### src/rtl/dmac_pkg.sv
package dmac_pkg;
    typedef enum logic [2:0] {
        S_IDLE = 3'd0,
        S_GET  = 3'd1,
        S_WR   = 3'd2,
        S_RD   = 3'd3,
        S_PUT  = 3'd4,
        S_ACK  = 3'd5
    } eng_state_e;

    localparam logic [1:0] OFS_ADDR = 2'd0;
    localparam logic [1:0] OFS_LEN  = 2'd1;
    localparam logic [1:0] OFS_CTRL = 2'd2;
    localparam logic [1:0] OFS_STAT = 2'd3;

    localparam int CTRL_DIR_BIT  = 0;
    localparam int CTRL_GO_BIT   = 1;
    localparam int STAT_DONE_BIT = 1;
endpackage

### src/rtl/dmac_regs.sv
module dmac_regs
    import dmac_pkg::*;
#(
    parameter int AW = 16,
    parameter int CW = 12,
    parameter int DW = 32
) (
    input  logic          clk,
    input  logic          rst_n,
    input  logic          reg_we,
    input  logic [1:0]    reg_addr,
    input  logic [DW-1:0] reg_wdata,
    output logic [DW-1:0] reg_rdata,
    input  logic          eng_busy,
    input  logic          eng_done,
    output logic [AW-1:0] cfg_addr,
    output logic [CW-1:0] cfg_len,
    output logic          cfg_dir,
    output logic          go,
    output logic          busy,
    output logic          irq
);
    typedef struct packed {
        logic [AW-1:0] addr;
        logic [CW-1:0] len;
        logic          dir;
        logic          go;
        logic          done;
    } regs_t;

    regs_t r_d, r_q;

    assign busy = eng_busy | r_q.go;

    always_comb begin
        r_d    = r_q;
        r_d.go = 1'b0;
        if (reg_we && !busy) begin
            case (reg_addr)
                OFS_ADDR: r_d.addr = reg_wdata[AW-1:0];
                OFS_LEN:  r_d.len  = reg_wdata[CW-1:0];
                OFS_CTRL: begin
                    r_d.dir = reg_wdata[CTRL_DIR_BIT];
                    r_d.go  = reg_wdata[CTRL_GO_BIT];
                    if (reg_wdata[CTRL_GO_BIT]) r_d.done = 1'b0;
                end
                default: ;
            endcase
        end
        if (reg_we && reg_addr == OFS_STAT && reg_wdata[STAT_DONE_BIT])
            r_d.done = 1'b0;
        if (eng_done)
            r_d.done = 1'b1;
    end

    always_ff @(posedge clk or negedge rst_n) begin
        if (!rst_n) r_q <= '0;
        else        r_q <= r_d;
    end

    always_comb begin
        case (reg_addr)
            OFS_ADDR: reg_rdata = DW'(r_q.addr);
            OFS_LEN:  reg_rdata = DW'(r_q.len);
            OFS_CTRL: reg_rdata = DW'(r_q.dir);
            default:  reg_rdata = DW'({r_q.done, busy});
        endcase
    end

    assign cfg_addr = r_q.addr;
    assign cfg_len  = r_q.len;
    assign cfg_dir  = r_q.dir;
    assign go       = r_q.go;
    assign irq      = r_q.done;

    // configuration frozen while a transfer runs
    p_cfg_frozen_r10: assert property (@(posedge clk) disable iff (!rst_n)
        (busy && reg_we && reg_addr != OFS_STAT) |=>
            ($stable(cfg_addr) && $stable(cfg_len) && $stable(cfg_dir) && !go));

    // the interrupt only falls after a clearing write
    p_irq_fall_r9: assert property (@(posedge clk) disable iff (!rst_n)
        $fell(irq) |-> $past(reg_we && reg_wdata[STAT_DONE_BIT] &&
                             (reg_addr == OFS_STAT || reg_addr == OFS_CTRL)));
endmodule

### src/rtl/dmac_engine.sv
module dmac_engine
    import dmac_pkg::*;
#(
    parameter int AW = 16,
    parameter int CW = 12,
    parameter int DW = 32
) (
    input  logic          clk,
    input  logic          rst_n,
    input  logic          go,
    input  logic [AW-1:0] cfg_addr,
    input  logic [CW-1:0] cfg_len,
    input  logic          cfg_dir,
    output logic          mem_req,
    output logic          mem_we,
    output logic [AW-1:0] mem_addr,
    output logic [DW-1:0] mem_wdata,
    input  logic          mem_ack,
    input  logic [DW-1:0] mem_rdata,
    input  logic          dev_req,
    input  logic [DW-1:0] dev_din,
    output logic          dev_ack,
    output logic [DW-1:0] dev_dout,
    output logic          busy,
    output logic          done
);
    localparam logic [CW-1:0] CNT_LAST = CW'(1);
    localparam logic [AW-1:0] ADDR_STEP = AW'(1);

    typedef struct packed {
        eng_state_e    state;
        logic [AW-1:0] addr;
        logic [CW-1:0] cnt;
        logic          dir;
        logic [DW-1:0] dbuf;
        logic          done;
    } eng_t;

    eng_t e_d, e_q;

    always_comb begin
        e_d      = e_q;
        e_d.done = 1'b0;
        case (e_q.state)
            S_IDLE: if (go) begin
                if (cfg_len == '0) begin
                    e_d.done = 1'b1;
                end else begin
                    e_d.addr  = cfg_addr;
                    e_d.cnt   = cfg_len;
                    e_d.dir   = cfg_dir;
                    e_d.state = cfg_dir ? S_RD : S_GET;
                end
            end
            S_GET: if (dev_req) begin
                e_d.dbuf  = dev_din;
                e_d.state = S_WR;
            end
            S_WR: if (mem_ack) e_d.state = S_ACK;
            S_RD: if (mem_ack) begin
                e_d.dbuf  = mem_rdata;
                e_d.state = S_PUT;
            end
            S_PUT: if (dev_req) e_d.state = S_ACK;
            S_ACK: begin
                e_d.addr = e_q.addr + ADDR_STEP;
                e_d.cnt  = e_q.cnt - CNT_LAST;
                if (e_q.cnt == CNT_LAST) begin
                    e_d.state = S_IDLE;
                    e_d.done  = 1'b1;
                end else begin
                    e_d.state = e_q.dir ? S_RD : S_GET;
                end
            end
            default: e_d.state = S_IDLE;
        endcase
    end

    always_ff @(posedge clk or negedge rst_n) begin
        if (!rst_n) e_q <= '0;
        else        e_q <= e_d;
    end

    assign mem_req   = (e_q.state == S_WR) || (e_q.state == S_RD);
    assign mem_we    = (e_q.state == S_WR);
    assign mem_addr  = e_q.addr;
    assign mem_wdata = e_q.dbuf;
    assign dev_dout  = e_q.dbuf;
    assign dev_ack   = (e_q.state == S_ACK);
    assign busy      = (e_q.state != S_IDLE);
    assign done      = e_q.done;

    // an unanswered request holds its attributes
    p_req_hold_r7: assert property (@(posedge clk) disable iff (!rst_n)
        (mem_req && !mem_ack) |=>
            (mem_req && $stable(mem_addr) && $stable(mem_we) && $stable(mem_wdata)));

    // handover pulse lasts one cycle
    p_ack_pulse_r12: assert property (@(posedge clk) disable iff (!rst_n)
        dev_ack |=> !dev_ack);

    // address advances by one per word
    p_addr_step_r6: assert property (@(posedge clk) disable iff (!rst_n)
        dev_ack |=> (mem_addr == $past(mem_addr) + ADDR_STEP));

    // a memory write only follows a peripheral word
    p_wr_after_dev_r4: assert property (@(posedge clk) disable iff (!rst_n)
        ($rose(mem_req) && mem_we) |-> $past(dev_req));

    // zero count finishes without entering a transfer
    p_zero_quiet_r11: assert property (@(posedge clk) disable iff (!rst_n)
        (go && !busy && cfg_len == '0) |=> (done && !busy));

    // completion leaves the engine idle
    p_done_idle_r8: assert property (@(posedge clk) disable iff (!rst_n)
        done |-> !busy);
endmodule

### src/rtl/dmac_top.sv
module dmac_top
    import dmac_pkg::*;
#(
    parameter int AW = 16,
    parameter int CW = 12,
    parameter int DW = 32
) (
    input  logic          clk,
    input  logic          rst_n,
    input  logic          reg_we,
    input  logic [1:0]    reg_addr,
    input  logic [DW-1:0] reg_wdata,
    output logic [DW-1:0] reg_rdata,
    output logic          irq,
    output logic          mem_req,
    output logic          mem_we,
    output logic [AW-1:0] mem_addr,
    output logic [DW-1:0] mem_wdata,
    input  logic          mem_ack,
    input  logic [DW-1:0] mem_rdata,
    input  logic          dev_req,
    input  logic [DW-1:0] dev_din,
    output logic          dev_ack,
    output logic [DW-1:0] dev_dout
);
    logic [AW-1:0] cfg_addr;
    logic [CW-1:0] cfg_len;
    logic          cfg_dir;
    logic          go;
    logic          busy;
    logic          eng_busy;
    logic          eng_done;

    dmac_regs #(.AW(AW), .CW(CW), .DW(DW)) u_regs (
        .clk(clk), .rst_n(rst_n),
        .reg_we(reg_we), .reg_addr(reg_addr), .reg_wdata(reg_wdata), .reg_rdata(reg_rdata),
        .eng_busy(eng_busy), .eng_done(eng_done),
        .cfg_addr(cfg_addr), .cfg_len(cfg_len), .cfg_dir(cfg_dir),
        .go(go), .busy(busy), .irq(irq)
    );

    dmac_engine #(.AW(AW), .CW(CW), .DW(DW)) u_eng (
        .clk(clk), .rst_n(rst_n),
        .go(go), .cfg_addr(cfg_addr), .cfg_len(cfg_len), .cfg_dir(cfg_dir),
        .mem_req(mem_req), .mem_we(mem_we), .mem_addr(mem_addr), .mem_wdata(mem_wdata),
        .mem_ack(mem_ack), .mem_rdata(mem_rdata),
        .dev_req(dev_req), .dev_din(dev_din), .dev_ack(dev_ack), .dev_dout(dev_dout),
        .busy(eng_busy), .done(eng_done)
    );

    // memory traffic only while the status shows busy
    p_req_busy_r3: assert property (@(posedge clk) disable iff (!rst_n)
        mem_req |-> busy);
endmodule

### config.mk
export PLATFORM = sky130hd
export DESIGN_NAME = dmac_top
export DESIGN_NICKNAME = d
export VERILOG_FILES = /design/src/rtl/dmac_pkg.sv /design/src/rtl/dmac_regs.sv /design/src/rtl/dmac_engine.sv /design/src/rtl/dmac_top.sv
export SDC_FILE = /design/constraint.sdc
export NUM_CORES = 1
export LEC_CHECK = 0
export BUFFER_PORTS_ARGS = -buffer_cell sky130_fd_sc_hd__buf_2
export CAP_MARGIN = 10
export CORE_AREA = 2 2 112 136
export CTS_BUF_LIST = sky130_fd_sc_hd__clkbuf_2 sky130_fd_sc_hd__clkbuf_4 sky130_fd_sc_hd__clkbuf_8
export DETAILED_ROUTE_END_ITERATION = 10
export DIE_AREA = 0 0 114 138
export GPL_TIMING_DRIVEN = 0
export PLACE_DENSITY_LB_ADDON = 0.1
export SLEW_MARGIN = 15
export SYNTH_ARGS = -nofsm -noshare
export SYNTH_HDL_FRONTEND = slang
export SYNTH_SLANG_ARGS = --single-unit
### constraint.sdc
create_clock -name clk -period 4.4 [get_ports clk]
set_input_delay 0.66 -clock clk [delete_from_list [all_inputs] [get_ports clk]]
set_output_delay 0.66 -clock clk [all_outputs]
set_load 0.005 [all_outputs]
==> results of run 1 <==
through the flow:
step / instance area, sq um / setup slack [ns] / total power [mW] / util
floorplan: 5590 / 2.25 / 2.93 / -
global placement: 6740 / 1.66 / 3.67 / 0.462
detailed placement: 6770 / 1.76 / 3.72 / 0.464
CTS: 6960 / 1.64 / 4.28 / 0.477
global route: 6960 / 1.56 / 4.58 / 0.477
finish: 6960 / 1.67 / 4.23 / 0.477
area by class of cell:
cell class              count  area, sq um  share of cell area
clock buffers              12          159              0.0228
well taps                 178          223              0.0320
clock inverters             4         28.8             0.00414
inverters                   7         26.3             0.00378
repair buffers            185          955               0.137
multi-input cells         350         2300               0.330
plain buffers             124          865               0.124
flip-flops and latches     96         2400               0.345
cells in the mapped netlist (4+ instances only):
cell type  count
clkbuf_1      12
and2_1        10
nor2_1        32
inv_1          7
buf_4         96
a21o_1         5
a211oi_1       8
mux2i_1       46
nand3_1       11
o211ai_1       4
dfrtp_1       96
a31oi_1        5
a21oi_1       15
nand2_1       52
nand4_1        7
buf_2         13
mux2_2        30
nor3_1        12
nor4_1         6
o21ai_0       47
logic make-up after synthesis:
kind of cell    after synthesis
simple gates                153
buf+inv                     131
compound gates              101
flops                        96
mux                          77
fa+ha+maj                     3
other cells                   1
state kept, by name (all words and copies together), names as in the netlist:
signal	flops
u_eng.dev_dout	32
u_eng.e_q	16
u_eng.mem_addr	16
u_regs.cfg_addr	16
u_regs.cfg_len	12
u_eng.done	1
u_regs.cfg_dir	1
u_regs.go	1
u_regs.irq	1
per-layer routing:
metal	routed length, um	vias up
met1	6420	2235
met5	0	-
li1	-	2285
met2	7860	159
met3	848	18
met4	294	0
critical path, cell delays in order, from the launching register on:
cell,delay [ns]
dfrtp_1,0.39
clkbuf_1,0.29
nor4_4,0.35
inv_1,0.07
mux4_2,0.47
buf_2,0.14
power breakdown:
part / internal (mW) / total, mW / switching (mW)
combinational: 1.14 / 2.00 / 0.859
clock: 0.243 / 0.550 / 0.307
sequential: 1.28 / 1.68 / 0.403
total: 2.66 / 4.23 / 1.57
worst min-delay path by stage:
stage,end,cells past startpoint
2_1_floorplan,u_eng.dev_dout[0]$_DFFE_PN0P_,0
6_report,u_eng.dev_dout[19]$_DFFE_PN0P_,1
3_3_place_gp,u_regs.irq$_DFFE_PN0P_,1
5_1_grt,u_eng.dev_dout[19]$_DFFE_PN0P_,1
3_5_place_dp,u_regs.irq$_DFFE_PN0P_,1
4_1_cts,u_eng.dev_dout[19]$_DFFE_PN0P_,1
==> results.ini, run 1 <==
[place]
gp_congestion=0.911
dp_hpwl_um=12100
dp_cells=940
port_buffers=184

[setup_path]
start_kind=flop
path_class=reg2out
startpoint=u_regs.go$_DFF_PN0_
r2r_cells=6
r2r_slack_ns=2.09
end_kind=primary output
worstPathRequired_ns=3.74
reg2reg_to=u_eng.mem_addr[4]$_DFFE_PN0P_
cp.arrival_ns=2.07
r2r-start=u_regs.cfg_len[7]$_DFFE_PN0P_
crit_end=reg_rdata[0]
worst-path-max-fanout=10

[timing]
finalHoldViolCount=0
tns_ns=0
fin_crit_sh=0.620
max_clock_freq_ghz=0.367
skew_ns=0.00920
period_needed_ns=2.73
setup_viol=0
rsz0062_at_grt=no
final_max_slew_viol_count=0
slew_headroom=0.595
worst_pin_slew_ns=0.607
hold_slack_ns=0.150

[clocking]
cts_sinks=96
clkSlewWorstSetupHoldPaths_ns=0.09
clk_latency_ns=0.36
cts_buffers=9
cts_resized=0
post_cts_buffers=0
holdBufCountCts=0
cts_tree=built
cts_max_level=3
clock_path_buffers=2
cts-root-buf=clkbuf_8

[global_route]
met3_usage=0.0298
gr-total-overflow=0
grt-busiest-layer=met2
met2_usage=0.343
grt.total_usage=0.192
met1_usage=0.233
grt_first_pass_wirelength_um=23700
antenna_found_initial=0
grt_max_degree=71
grt_pass1_vias=4485

[layout]
syn2layout_area_growth_pct=25.7
final_common_cell=buf_2
antenna_cells=0
layout.cells.non_filler=956
final_cell_mix=buf_2, buf_4, dfrtp_1
fill_cells=1418
drive_gt1_frac=0.455
final_nets=879

[synth]
syn_area_sq_um=5540
synthXorXnorAreaFrac=0
synth_top_cell_by_area=dfrtp_1
synth-edff-count=0
synth_cell_types=52
syn_avg_cell_area_sq_um=9.85
synth_area_leaders=dfrtp_1, buf_4, mux2i_1
synth_compound_area_frac=0.111
synth_top_family_by_area=buffers and inverters
yosysTopAreaCellShare=0.434
yosys.area_share.simple=0.138
syn_inst=562
muxShareOfSynthArea=0.148
ys_seq_elements=96
synth_fa_ha_area_frac=0.00678
synthArstFlopShare=1.00
ys_warn_count=0
seq_area_frac_synth=0.434
synth_top_flop_cell=dfrtp_1

[die]
die_x_um=114
die_h_um=138
initial_core_util=0.379
rows=49
io_pins=219
die_area_sq_um=15700
core_area_sq_um=14600

[routing]
ant_nets=0
drt_first_iter_violations=203
avgRoutedWirePerCell_um=16.1
routed_wirelength_um=15400
first_pass_iters=4
drcViolationCount=0
vias_per_cell=4.91
vias=4697

[power]
ir_drop_mv=0.220
p_leak_nw=3.76
pwr_density_cell_nw_per_um2=608

[worst_hold_path]
hp-class=in2async

[outcome]
outcome=completed

[flow_run]
cap_viol_max_count=0

(Power assumes the default switching activity.)
==> inputs of run 2 (changes only) <==
==> constraint.sdc (replaced) <==
create_clock -name clk -period 2.8 [get_ports clk]
set_input_delay 0.42 -clock clk [delete_from_list [all_inputs] [get_ports clk]]
set_output_delay 0.42 -clock clk [all_outputs]
set_load 0.005 [all_outputs]
==> results.ini, run 2 (same netlist as run 1, synthesis figures left out) <==
[outcome]
outcome=completed

[setup_path]
startpoint=u_eng.e_q[63]$_DFFE_PN0P_
path_class=reg2out
r2r_cells=6  ; unchanged
crit_end=dev_ack
reg2reg_to=u_eng.mem_addr[4]$_DFFE_PN0P_
worstPathRequired_ns=2.38  ; -1.36 ns
r2r_slack_ns=0.50  ; -1.59 ns
start_kind=flop
worst-path-max-fanout=10  ; unchanged
r2r-start=u_regs.cfg_len[7]$_DFFE_PN0P_
cp.arrival_ns=2.07  ; about the same
end_kind=primary output

[die]
die_x_um=114  ; unchanged
die_area_sq_um=15700  ; unchanged
io_pins=219  ; unchanged
die_h_um=138  ; unchanged
initial_core_util=0.379  ; unchanged
rows=49  ; unchanged
core_area_sq_um=14600  ; unchanged

[timing]
max_clock_freq_ghz=0.401
period_needed_ns=2.49
final_max_slew_viol_count=0  ; unchanged
setup_viol=0  ; unchanged
hold_slack_ns=0.287  ; +0.137 ns
skew_ns=0.00845  ; -0.000744 ns
final.setup.worst_slack_ns=0.309  ; -1.36 ns
finalHoldViolCount=0  ; unchanged
slew_headroom=0.594  ; -0.00110
rsz0062_at_grt=no
tns_ns=0  ; unchanged
worst_pin_slew_ns=0.609  ; +0.00165 ns
fin_crit_sh=0.890

[layout]
final_common_cell=buf_2
drive_gt1_frac=0.454  ; -0.000584
final_cell_mix=buf_2, buf_4, dfrtp_1
syn2layout_area_growth_pct=25.9
final_nets=880  ; +0.11%
largest_reg_flops=32  ; unchanged
final_design_area_no_fill_sq_um=6970  ; +0.14%
antenna_cells=0  ; unchanged

[place]
gp_congestion=0.911  ; unchanged
placed_cell_area_sq_um=6770  ; unchanged
dp_hpwl_um=12100  ; unchanged
port_buffers=184  ; unchanged
pre_cts_slack_ns=0.470  ; -1.29 ns

[routing]
first_pass_iters=4  ; unchanged
avgRoutedWirePerCell_um=16.1  ; about the same
drcViolationCount=0  ; unchanged
vias=4680  ; -0.36%
drt_first_iter_violations=221  ; +8.9%
vias_per_cell=4.89  ; -0.47%
routed_wirelength_um=15400  ; +0.14%
ant_nets=0  ; unchanged

[clocking]
clkSlewWorstSetupHoldPaths_ns=0.09  ; about the same
cts_sinks=96  ; unchanged
cts-root-buf=clkbuf_8
cts_buffers=9  ; unchanged
cts_max_level=3  ; unchanged
post_cts_buffers=0  ; unchanged
clock_path_buffers=2  ; unchanged
clk_latency_ns=0.36  ; about the same
cts_tree=built

[power]
combPwrFrac=0.473  ; about the same
internal_power_mw=4.19  ; +57%
clockPowerShare=0.130  ; about the same
p_leak_nw=3.76  ; +0.11%
p_switching_mw=2.47  ; +57%
sw_frac_of_total=0.371  ; about the same
pwr_density_cell_nw_per_um2=955  ; +57%
ir_drop_mv=0.345  ; +57%
seq_power_share=0.397  ; about the same

[global_route]
grt.total_usage=0.192  ; unchanged
grt_first_pass_wirelength_um=23700  ; unchanged
grt_pass1_vias=4485  ; unchanged
grt_max_degree=71  ; unchanged
gr-total-overflow=0  ; unchanged
antenna_found_initial=0  ; unchanged

[flow_run]
cap_viol_max_count=0  ; unchanged

[worst_hold_path]
hp-class=in2reg

run 2: worst min path at each step:
stage / to / start / slack, ns / depth (start not counted)
2_1_floorplan: u_eng.dev_dout[0]$_DFFE_PN0P_ / rst_n / 0.12 / 0
3_3_place_gp: u_regs.irq$_DFFE_PN0P_ / u_eng.done$_DFF_PN0_ / 0.42 / 1
3_5_place_dp: u_eng.dev_dout[19]$_DFFE_PN0P_ / rst_n / 0.30 / 1
4_1_cts: u_regs.cfg_addr[15]$_DFFE_PN0P_ / reg_wdata[15] / 0.27 / 2
5_1_grt: u_regs.cfg_addr[14]$_DFFE_PN0P_ / reg_wdata[14] / 0.28 / 2
6_report: u_regs.cfg_addr[15]$_DFFE_PN0P_ / reg_wdata[15] / 0.29 / 2
run 2: final cells by class:
| cell class | count | area, sq um |
|---|---|---|
| inverter | 7 | 26.3 |
| clock inverter | 4 | 28.8 |
| sequential | 96 | 2400 |
| timing repair buffer | 186 | 965 |
| buffer | 124 | 865 |
| clock buffer | 12 | 159 |
| multi-input combinational | 350 | 2300 |
| tap | 178 | 223 |
| fill | 1417 | 7620 |
run 2: metal layers:
layer / vias to the layer above / wire length [um] / GRT usage
met5: - / 0 / 0
met4: 0 / 295 / 0.0648
met3: 18 / 835 / 0.0294
met2: 155 / 7820 / 0.343
met1: 2220 / 6490 / 0.233
li1: 2287 / - / -
run 2: power by group through the flow:
| stage | clock network [mW] | registers, mW | logic (mW) |
|---|---|---|---|
| after floorplan | 0 | 2.44 | 2.17 |
| after global placement | 0 | 2.63 | 3.13 |
| after detailed placement | 0 | 2.67 | 3.18 |
| after CTS | 0.899 | 2.64 | 3.19 |
| after global routing | 0.953 | 2.75 | 3.49 |
| final | 0.865 | 2.65 | 3.15 |
run 2: what timing repair did:
action,CTS,global route
resized for setup,0,0
hold buffers,1,0
hold endpoints to repair,26,0
setup endpoints to repair,0,0
run 2: worst max-delay path, cell delays in order, from the launching register on:
cell	delay, ns
dfrtp_1	0.39
buf_2	0.20
nand3b_1	0.28
inv_1	0.13
buf_2	0.24
buf_2	0.29
buf_2	0.18
run 2: stage by stage:
| step | power (mW) | cells | utilization |
|---|---|---|---|
| after floorplan | 4.61 | 577 | - |
| after global placement | 5.76 | 939 | 0.462 |
| after detailed placement | 5.85 | 940 | 0.464 |
| after CTS | 6.73 | 957 | 0.477 |
| after global routing | 7.19 | 957 | 0.477 |
| final | 6.66 | 957 | 0.477 |
